[src/rtl/hecc_pkg.sv]
package hecc_pkg;
  localparam int BYTE_W = 8;
  localparam int CP_W   = 6;

  // Column parity of one byte: bit j covers the data bits t whose bit (j/2) equals j%2.
  function automatic logic [CP_W-1:0] col_fold(input logic [BYTE_W-1:0] b);
    logic [CP_W-1:0] r;
    r[0] = b[0] ^ b[2] ^ b[4] ^ b[6];
    r[1] = b[1] ^ b[3] ^ b[5] ^ b[7];
    r[2] = b[0] ^ b[1] ^ b[4] ^ b[5];
    r[3] = b[2] ^ b[3] ^ b[6] ^ b[7];
    r[4] = ^b[3:0];
    r[5] = ^b[7:4];
    return r;
  endfunction

  // Odd-population flag of one byte, used as its row parity.
  function automatic logic row_par(input logic [BYTE_W-1:0] b);
    return ^b;
  endfunction
endpackage

[src/rtl/ecc_ctrl.sv]
module ecc_ctrl (
  input  logic       clk,
  input  logic       rst_n,
  input  logic       wr,
  input  logic [7:0] wdata,
  output logic       en,
  output logic       mode,
  output logic       clr
);
  logic en_q, mode_q;

  always_ff @(posedge clk) begin
    if (!rst_n) begin
      en_q   <= 1'b0;
      mode_q <= 1'b0;
    end else if (wr) begin
      en_q   <= wdata[0];
      mode_q <= wdata[2];
    end
  end

  assign en   = en_q;
  assign mode = mode_q;
  assign clr  = wr & wdata[1];

  assert_ctl_store_R2: assert property (@(posedge clk) disable iff (!rst_n)
    wr |=> (en == $past(wdata[0])) && (mode == $past(wdata[2])));
  assert_ctl_hold_R2: assert property (@(posedge clk) disable iff (!rst_n)
    !wr |=> $stable(en) && $stable(mode));
endmodule

[src/rtl/ecc_parity_acc.sv]
module ecc_parity_acc #(
  parameter int BLK_BYTES = 256
) (
  input  logic                 clk,
  input  logic                 rst_n,
  input  logic                 clr,
  input  logic                 en,
  input  logic                 vld,
  input  logic [7:0]           dat,
  output logic [2*$clog2(BLK_BYTES)-1:0] lp,
  output logic [5:0]           cp,
  output logic                 full
);
  import hecc_pkg::*;
  localparam int IDX_W = $clog2(BLK_BYTES);
  localparam int LP_W  = 2 * IDX_W;

  logic [IDX_W:0]    idx;
  logic [LP_W-1:0]   lp_q;
  logic [CP_W-1:0]   cp_q;
  logic [LP_W-1:0]   line_hit;
  logic              take;
  logic              row;

  assign full = (idx == (IDX_W+1)'(BLK_BYTES));
  assign take = vld & en & ~full & ~clr;
  assign row  = row_par(dat);

  for (genvar b = 0; b < IDX_W; b++) begin : g_line
    assign line_hit[2*b]   = row & ~idx[b];
    assign line_hit[2*b+1] = row &  idx[b];
  end

  always_ff @(posedge clk) begin
    if (!rst_n || clr) begin
      idx  <= '0;
      lp_q <= '0;
      cp_q <= '0;
    end else if (take) begin
      idx  <= idx + 1'b1;
      lp_q <= lp_q ^ line_hit;
      cp_q <= cp_q ^ col_fold(dat);
    end
  end

  assign lp = lp_q;
  assign cp = cp_q;

  assert_clear_R3: assert property (@(posedge clk) disable iff (!rst_n)
    clr |=> (idx == '0) && (lp_q == '0) && (cp_q == '0));
  assert_hold_off_R4: assert property (@(posedge clk) disable iff (!rst_n)
    (!en && !clr) |=> $stable(lp_q) && $stable(cp_q) && $stable(idx));
  assert_cap_R8: assert property (@(posedge clk) disable iff (!rst_n)
    (full && !clr) |=> full && $stable(lp_q) && $stable(cp_q));
  assert_step_R10: assert property (@(posedge clk) disable iff (!rst_n)
    take |=> idx == $past(idx) + 1'b1);
endmodule

[src/rtl/ecc_code_fmt.sv]
module ecc_code_fmt #(
  parameter int LP_W = 16
) (
  input  logic [LP_W-1:0] lp,
  input  logic [5:0]      cp,
  input  logic            inv,
  input  logic [7:0]      stat,
  output logic [7:0]      b0,
  output logic [7:0]      b1,
  output logic [7:0]      b2,
  output logic [31:0]     word
);
  localparam int RAW_W = LP_W + 8;
  logic [RAW_W-1:0] raw, code;

  assign raw  = {cp, 2'b00, lp};
  assign code = inv ? ~raw : raw;
  assign b0   = code[7:0];
  assign b1   = code[15:8];
  assign b2   = code[23:16];
  assign word = {b2, b0, b1, stat};
endmodule

[src/rtl/hamm_ecc256.sv]
module hamm_ecc256 #(
  parameter int BLK_BYTES = 256
) (
  input  logic        clk,
  input  logic        rst_n,
  input  logic        ctl_wr,
  input  logic [7:0]  ctl_wdata,
  output logic [2:0]  ctl_q,
  input  logic        dat_vld,
  input  logic [7:0]  dat_byte,
  input  logic [7:0]  stat_in,
  output logic [7:0]  code_b0,
  output logic [7:0]  code_b1,
  output logic [7:0]  code_b2,
  output logic [31:0] code_word
);
  localparam int LP_W = 2 * $clog2(BLK_BYTES);

  logic            en, mode, clr, full;
  logic [LP_W-1:0] lp;
  logic [5:0]      cp;

  ecc_ctrl u_ctrl (
    .clk(clk), .rst_n(rst_n), .wr(ctl_wr), .wdata(ctl_wdata),
    .en(en), .mode(mode), .clr(clr)
  );

  ecc_parity_acc #(.BLK_BYTES(BLK_BYTES)) u_acc (
    .clk(clk), .rst_n(rst_n), .clr(clr), .en(en), .vld(dat_vld),
    .dat(dat_byte), .lp(lp), .cp(cp), .full(full)
  );

  ecc_code_fmt #(.LP_W(LP_W)) u_fmt (
    .lp(lp), .cp(cp), .inv(mode), .stat(stat_in),
    .b0(code_b0), .b1(code_b1), .b2(code_b2), .word(code_word)
  );

  assign ctl_q = {mode, 1'b0, en};

  assert_full_quiet_R8: assert property (@(posedge clk) disable iff (!rst_n)
    (full && !ctl_wr) |=> $stable(code_b0) && $stable(code_b1) && $stable(code_b2));
endmodule

[config.mk]
export PLATFORM = sky130hd
export DESIGN_NAME = hamm_ecc256
export DESIGN_NICKNAME = d
export VERILOG_FILES = /design/src/rtl/hecc_pkg.sv /design/src/rtl/ecc_ctrl.sv /design/src/rtl/ecc_parity_acc.sv /design/src/rtl/ecc_code_fmt.sv /design/src/rtl/hamm_ecc256.sv
export SDC_FILE = /design/constraint.sdc
export NUM_CORES = 1
export LEC_CHECK = 0
export ABC_AREA = 1
export BUFFER_PORTS_ARGS = -buffer_cell sky130_fd_sc_hd__clkbuf_2
export CAP_MARGIN = 20
export CORE_MARGIN = 8
export CORE_UTILIZATION = 46
export DETAILED_ROUTE_END_ITERATION = 16
export GPL_ROUTABILITY_DRIVEN = 0
export PLACE_DENSITY = 0.82
export SETUP_SLACK_MARGIN = 0.15
export SLEW_MARGIN = 20
export SYNTH_ARGS = -nofsm -noshare
export SYNTH_HDL_FRONTEND = slang
export SYNTH_SLANG_ARGS = --single-unit
[constraint.sdc]
create_clock -name clk -period 1.6 [get_ports clk]
set_clock_uncertainty 0.2 [all_clocks]
set_input_delay 0.08 -clock clk [delete_from_list [all_inputs] [get_ports clk]]
set_output_delay 0.08 -clock clk [all_outputs]
set_load 0.05 [all_outputs]
==> results of run 1 <==
==> stage by stage <==
| stage | utilization [%] | hold WS (ps) | setup WS, ps |
|---|---|---|---|
| 6_report | 87.0 | -35.1 | -475 |
| 5_1_grt | 87.0 | -15.8 | -595 |
| 4_1_cts | 84.0 | 24.8 | -194 |
| 3_5_place_dp | 73.4 | -39.7 | -158 |
| 3_3_place_gp | 73.4 | -39.7 | -65.4 |
| 2_1_floorplan | - | 5.82 | -46.3 |
==> area by class of cell <==
type	instances	area [µm²]	area share, %
inverters	48	188	4.20
clock buffers	8	111	2.49
multi-input cells	229	1820	40.8
well taps	70	87.6	1.96
repair buffers	112	1590	35.6
flip-flops and latches	33	669	15.0
==> where the power goes <==
part | switching (mW) | internal, mW | total [mW]
sequential | 0.0340 | 0.835 | 0.869
clock | 0.362 | 0.446 | 0.808
combinational | 0.873 | 0.625 | 1.50
total | 1.27 | 1.91 | 3.17
==> worst register-to-register path, cell delays in order, from the launching register on <==
cell     delay (ps)
dfxtp_2         340
inv_2            90
ha_4            150
inv_4            40
nor2_4          110
nand2_2          80
nor2_4          110
nor2_4           70
buf_4           150
buf_6           120
buf_16          130
nand4_1         100
nand2_2         100
nor2_2          180
==> state kept, by name, indices dropped and copies added (netlist names) <==
name         flops
u_acc.idx        9
u_acc.cp         6
u_ctrl.en        1
u_ctrl.mode      1
u_acc.lp        16
==> cells in the final DEF (no fill, tap or decap), drive strengths merged, types with 2 or more instances in the layout <==
cell	n
clkbuf	23
buf	85
dfxtp	33
nor2	41
ha	2
nor3	6
nand4	23
nand3	5
xnor2	5
nand2	93
a21oi	15
dlygate4sd3	12
xor2	26
inv	47
o21ai	9
==> layer usage <==
layer	vias to the layer above	routed length [µm]	track usage, %	part of all wire (%)
met5	-	0	0	0
li1	1203	-	-	-
met1	1359	3570	23.9	33
met4	0	786	13.7	7.2
met3	72	968	6.07	8.9
met2	258	5590	46.6	51
==> kinds of logic after synthesis <==
group                    count (synthesis)  synth area share [%]
XOR/XNOR                                31                  11.1
other                                    1                 0.153
flip-flops                              33                  26.9
buffers and inverters                   97                  22.8
AND/OR/NAND/NOR                        170                  32.2
AO/OA/AOI/OAI                           25                  5.82
adder cells (fa/ha/maj)                  2                  1.02
==> how the worst max path moves through the flow <==
stage	endpoint	slack, ps	from	cells past startpoint
5_1_grt	u_acc.lp[9]	-590	u_acc.idx[2]	10
2_1_floorplan	u_acc.cp[0]	-50	u_acc.idx[0]	12
3_3_place_gp	u_acc.lp[6]	-70	u_acc.idx[0]	11
6_report	u_acc.lp[9]	-480	u_acc.idx[1]	13
3_5_place_dp	u_acc.lp[3]	-160	u_acc.idx[0]	12
4_1_cts	u_acc.lp[3]	-190	u_acc.idx[1]	13
==> repair_timing <==
item,4_1_cts,5_1_grt
gates cloned,3,0
endpoints found under the setup margin,77,77
hold endpoints to repair,11,0
hold buffers,14,0
buffers inserted,10,6
resized for setup,38,36
pin swaps,27,23
==> results_dict.tcl, run 1 <==
set metrics [dict create \
    fin_crit_sh_pct 130 \
    synth.area.top_cells "dfxtp_1 (27%), nand2_1 (13%), buf_4 (11%)" \
    core_mm2 0.00514 \
    synth_common_cells "nand2_1 (85), inv_1 (42), nor2_1 (38)" \
    r2r_end "u_acc.lp[9]" \
    num-nets-final 459 \
    yosys_warnings 0 \
    routed_wl_um 10900 \
    r2r_cells 13 \
    first_global_vias 2937 \
    slowest_stage "dfxtp_2" \
    synth_edf_count 0 \
    yosysUniqueCellTypes 31 \
    cp_max_fo 7 \
    cpMostUsedCell "nor2_4" \
    violations "hold timing, setup timing" \
    num_vias 2892 \
    dp_cells 461 \
    max-slew-margin-rel_pct 65.8 \
    cp_num_buf_inv 5 \
    holdPathStages 4 \
    max-vdd-ir-drop_mv 0.501 \
    dpl.hpwl_um 5430 \
    stdcell_area_mm2 0.00447 \
    hold_end "u_ctrl.mode" \
    grt_max_degree 23 \
    hold_slack_ps -35.1 \
    status "finished with violations" \
    finalWorstSetupSlack_ps -475 \
    ys_ff_latch 33 \
    worstPathCellList "inv_2, ha_4, inv_4, nor2_4, nand2_2, nor2_4, nor2_4, buf_4, buf_6, buf_16, nand4_1, nand2_2, nor2_2" \
    crit_type "flop to flop" \
    grt_antenna_before_repair 0 \
    tightest_slew_ps 511 \
    crit_path_max_incr_delay_ps 340 \
    setup_viol 73 \
    start_util_pct 47.7 \
    seq_area_frac_synth_pct 26.9 \
    crit_path_end_kind "flop" \
    drv_slew 0 \
    dieArea_mm2 0.00792 \
    drive_above_1_share_pct 44.4 \
    drtPass1Iterations 5 \
    clk_latency_ps 310 \
    ant_nets 0 \
    syn_nets 389 \
    finalPower_mw 3.17 \
    fillers 262 \
    netlist_area_mm2 0.00245 \
    hold_viol_final 1 \
    n_antenna_cell 0 \
    area_growth_pct 82.3 \
    synth.avg_cell_area_um2 6.83 \
    clk_path_buf_depth 2 \
    pin_count 87 \
    final_cells 500 \
    grt_util_all_layers_pct 24.7 \
    drv_cap 0 \
    cp.required_ps 1620 \
    buffer_ports.inserted 64 \
    drc 0 \
    gr-total-overflow 0 \
    wl_per_cell_um 21.8 \
    startpoint_type "flop" \
    tns_ps -12270 \
    rows 26 \
    drt_iter0_drc 299 \
    min_period_ps 2080 \
    grt_pass1_wl_um 14800 \
    synth_flop_cell "dfxtp_1" \
    async_flop_share_pct 0 \
    rsz0062_at_grt "true" \
    synth_area_leader_cell "dfxtp_1" \
    cts_buffers 5 \
    critPathTopFamily "simple AND/OR/NAND/NOR gates" \
    vias_per_cell 5.78 \
    worstHoldStart "ctl_wr" \
    cts_tree "yes" \
    hp-class "input port to flop" \
    synth.most_common_cell "nand2_1" \
    clk_pin_slew_ps 90 \
    arrival_ps 2090 \
    cts.sinks 33 \
    place_area_mm2 0.00377 \
    htreeDepth 2 \
    die_h_um 89.0 \
    leakagePower_nw 1.93 \
    r2r_slack_ps -480 \
    die_w_um 89.0 \
    max_freq_ghz 0.482 \
    yosys.area.top_type_share_pct 26.9 \
    p_per_area_mw_per_mm2 710 \
    cts-root-buf "clkbuf_8" \
    synthCells 359 \
    rr_startpoint "u_acc.idx[1]" \
]
Note: power is estimated with default switching activity, not from simulation.
==> run 2, diff against run 1 <==
- BUFFER_PORTS_ARGS: -buffer_cell sky130_fd_sc_hd__clkbuf_2 -> -buffer_cell sky130_fd_sc_hd__buf_2
- CORE_MARGIN: 8 -> 4
- HOLD_SLACK_MARGIN: not set -> 0.08
==> run 2 against run 1 <==
The run ends with setup timing left. Register-to-register slack better by 80 ps. Via count down 6.7%. Utilization down 7.2 points. Critical path depth unchanged. Die area down 17%. Sequential share of layout area up 1.3 points. Largest cell class unchanged. Largest power group unchanged. Highest routed layer unchanged.
==> results_dict.tcl, run 2 (synthesized netlist as in run 1, its figures left out) <==
set metrics [dict create \
    drc 0 \
    num_vias 2699 \
    drv_slew 0 \
    wl_per_cell_um 16.9 \
    mostFrequentLayoutCells "nand2_1 (80), buf_6 (50), inv_1 (38)" \
    dieArea_mm2 0.00656 \
    leakagePower_nw 1.80 \
    fin_crit_sh_pct 125 \
    hold_end "u_acc.idx[8]" \
    swShare_pct 41.1 \
    hold_viol_final 0 \
    dpl.hpwl_um 4040 \
    holdPathStages 4 \
    routed_wl_um 8530 \
    crit_type "flop to flop" \
    multi_input_area_mm2 0.00176 \
    die_h_um 81.0 \
    buffer_ports.inserted 64 \
    start_util_pct 47.7 \
    tightest_slew_ps 509 \
    n_antenna_cell 0 \
    htreeDepth 2 \
    worstHoldStart "ctl_wdata[1]" \
    pwr-share-clk_pct 25.4 \
    grt_antenna_before_repair 0 \
    drv_cap 0 \
    r2r_slack_ps -400 \
    pin_count 87 \
    max_freq_ghz 0.501 \
    cts-root-buf "clkbuf_8" \
    setup_viol 59 \
    cp_max_fo 4 \
    slowest_stage "dfxtp_4" \
    cts_buffers 5 \
    drtPass1Iterations 5 \
    rr_startpoint "u_acc.idx[0]" \
    p_comb_share_pct 44.8 \
    first_global_vias 2432 \
    finalWorstSetupSlack_ps -397 \
    grt_max_degree 23 \
    clk_path_buf_depth 2 \
    num-nets-final 464 \
    r2r_cells 13 \
    rsz0062_at_grt "true" \
    drt_iter0_drc 239 \
    violations "setup timing" \
    cts.sinks 33 \
    gr-total-overflow 0 \
    cp.required_ps 1630 \
    startpoint_type "flop" \
    core_mm2 0.00514 \
    grt_pass1_wl_um 11000 \
    fillers 301 \
    cpMostUsedCell "buf_4" \
    arrival_ps 2030 \
    crit_path_max_incr_delay_ps 370 \
    dp_cells 458 \
    vias_per_cell 5.34 \
    final_common_cell "nand2_1" \
    final_cells 505 \
    hp-class "input port to flop" \
    max-vdd-ir-drop_mv 0.526 \
    stdcell_area_mm2 0.00410 \
    place_area_mm2 0.00307 \
    min_period_ps 2000 \
    p_int_mw 1.71 \
    seq_power_share_pct 29.8 \
    worstPathCellList "inv_4, ha_4, inv_2, nor2_2, nand2_2, buf_4, buf_4, o21bai_4, buf_6, nor2_4, nand3_1, nand2_1, nor2_1" \
    largest_reg_flops 16 \
    ant_nets 0 \
    seq_area_um2 669 \
    max-slew-margin-rel_pct 66.0 \
    status "finished with violations" \
    grt_util_all_layers_pct 21.8 \
    die_w_um 81.0 \
    critPathTopFamily "simple AND/OR/NAND/NOR gates" \
    clk_pin_slew_ps 80 \
    p_per_area_mw_per_mm2 707 \
    r2r_end "u_acc.lp[0]" \
    rows 26 \
    area_growth_pct 67.3 \
    clk_latency_ps 310 \
    switchingPower_mw 1.19 \
    cp_num_buf_inv 5 \
    drive_above_1_share_pct 43.0 \
    cts_tree "yes" \
    crit_path_end_kind "flop" \
]
## run 2: layout make-up
class / count / area share [%]
clock buffers: 7 / 2.35
clock inverters: 1 / 0.122
inverters: 48 / 4.48
multi-input cells: 229 / 42.8
flip-flops and latches: 33 / 16.3
well taps: 70 / 2.13
repair buffers: 117 / 31.8
## run 2: repair_timing
item                                   4_1_cts  5_1_grt
gates cloned                                 1        1
buffers inserted                            12       13
endpoints found under the hold margin       15        5
gates resized for setup                    117       46
hold buffers                                13        1
pin swaps                                   20       25
setup endpoints to repair                   78       81
## run 2: worst max-delay path by stage
| stage | from | endpoint | depth (start not counted) |
|---|---|---|---|
| 2_1_floorplan | u_acc.idx[0] | u_acc.cp[0] | 12 |
| 3_3_place_gp | u_acc.idx[0] | u_acc.lp[14] | 11 |
| 3_5_place_dp | u_acc.idx[0] | u_acc.lp[8] | 11 |
| 4_1_cts | u_acc.idx[0] | u_acc.lp[4] | 12 |
| 5_1_grt | u_acc.idx[0] | u_acc.lp[0] | 13 |
| 6_report | u_acc.idx[0] | u_acc.lp[0] | 13 |
## run 2: stage by stage
| step | utilization [%] | power (mW) | setup TNS (ps) | setup slack, ps | hold WS, ps |
|---|---|---|---|---|---|
| 6_report | 79.8 | 2.90 | -9020 | -397 | 13.3 |
| 3_3_place_gp | 59.8 | 1.78 | -676 | -61.8 | -39.7 |
| 4_1_cts | 74.5 | 2.77 | -2390 | -111 | 23.7 |
| 5_1_grt | 79.8 | 3.00 | -12460 | -447 | 40.9 |
| 2_1_floorplan | - | 1.79 | -751 | -46.3 | 5.82 |
| 3_5_place_dp | 59.8 | 1.79 | -1680 | -120 | -39.7 |
## run 2: layer usage
layer  up-vias  GRT usage [%]  share of wire (%)
li1       1224              -                  -
met1      1251           22.9                 36
met4         0           11.5                5.6
met3        48           4.55                6.9
met2       176           40.4                 52
met5         -              0                  0
## run 2: power groups by stage
stage,clock network [mW],logic (mW),registers (mW)
after floorplan,0,0.914,0.877
after global placement,0,0.897,0.881
after detailed placement,0,0.913,0.882
after CTS,0.708,1.20,0.861
after global routing,0.781,1.36,0.865
final,0.738,1.30,0.863
## run 2: worst register-to-register path: stages (launching register included)
cell and delay, ps:
dfxtp_4 370, inv_4 60, ha_4 120, inv_2 30
nor2_2 80, nand2_2 90, buf_4 150, buf_4 130
o21bai_4 200, buf_6 130, nor2_4 30, nand3_1 80
nand2_1 70, nor2_1 170
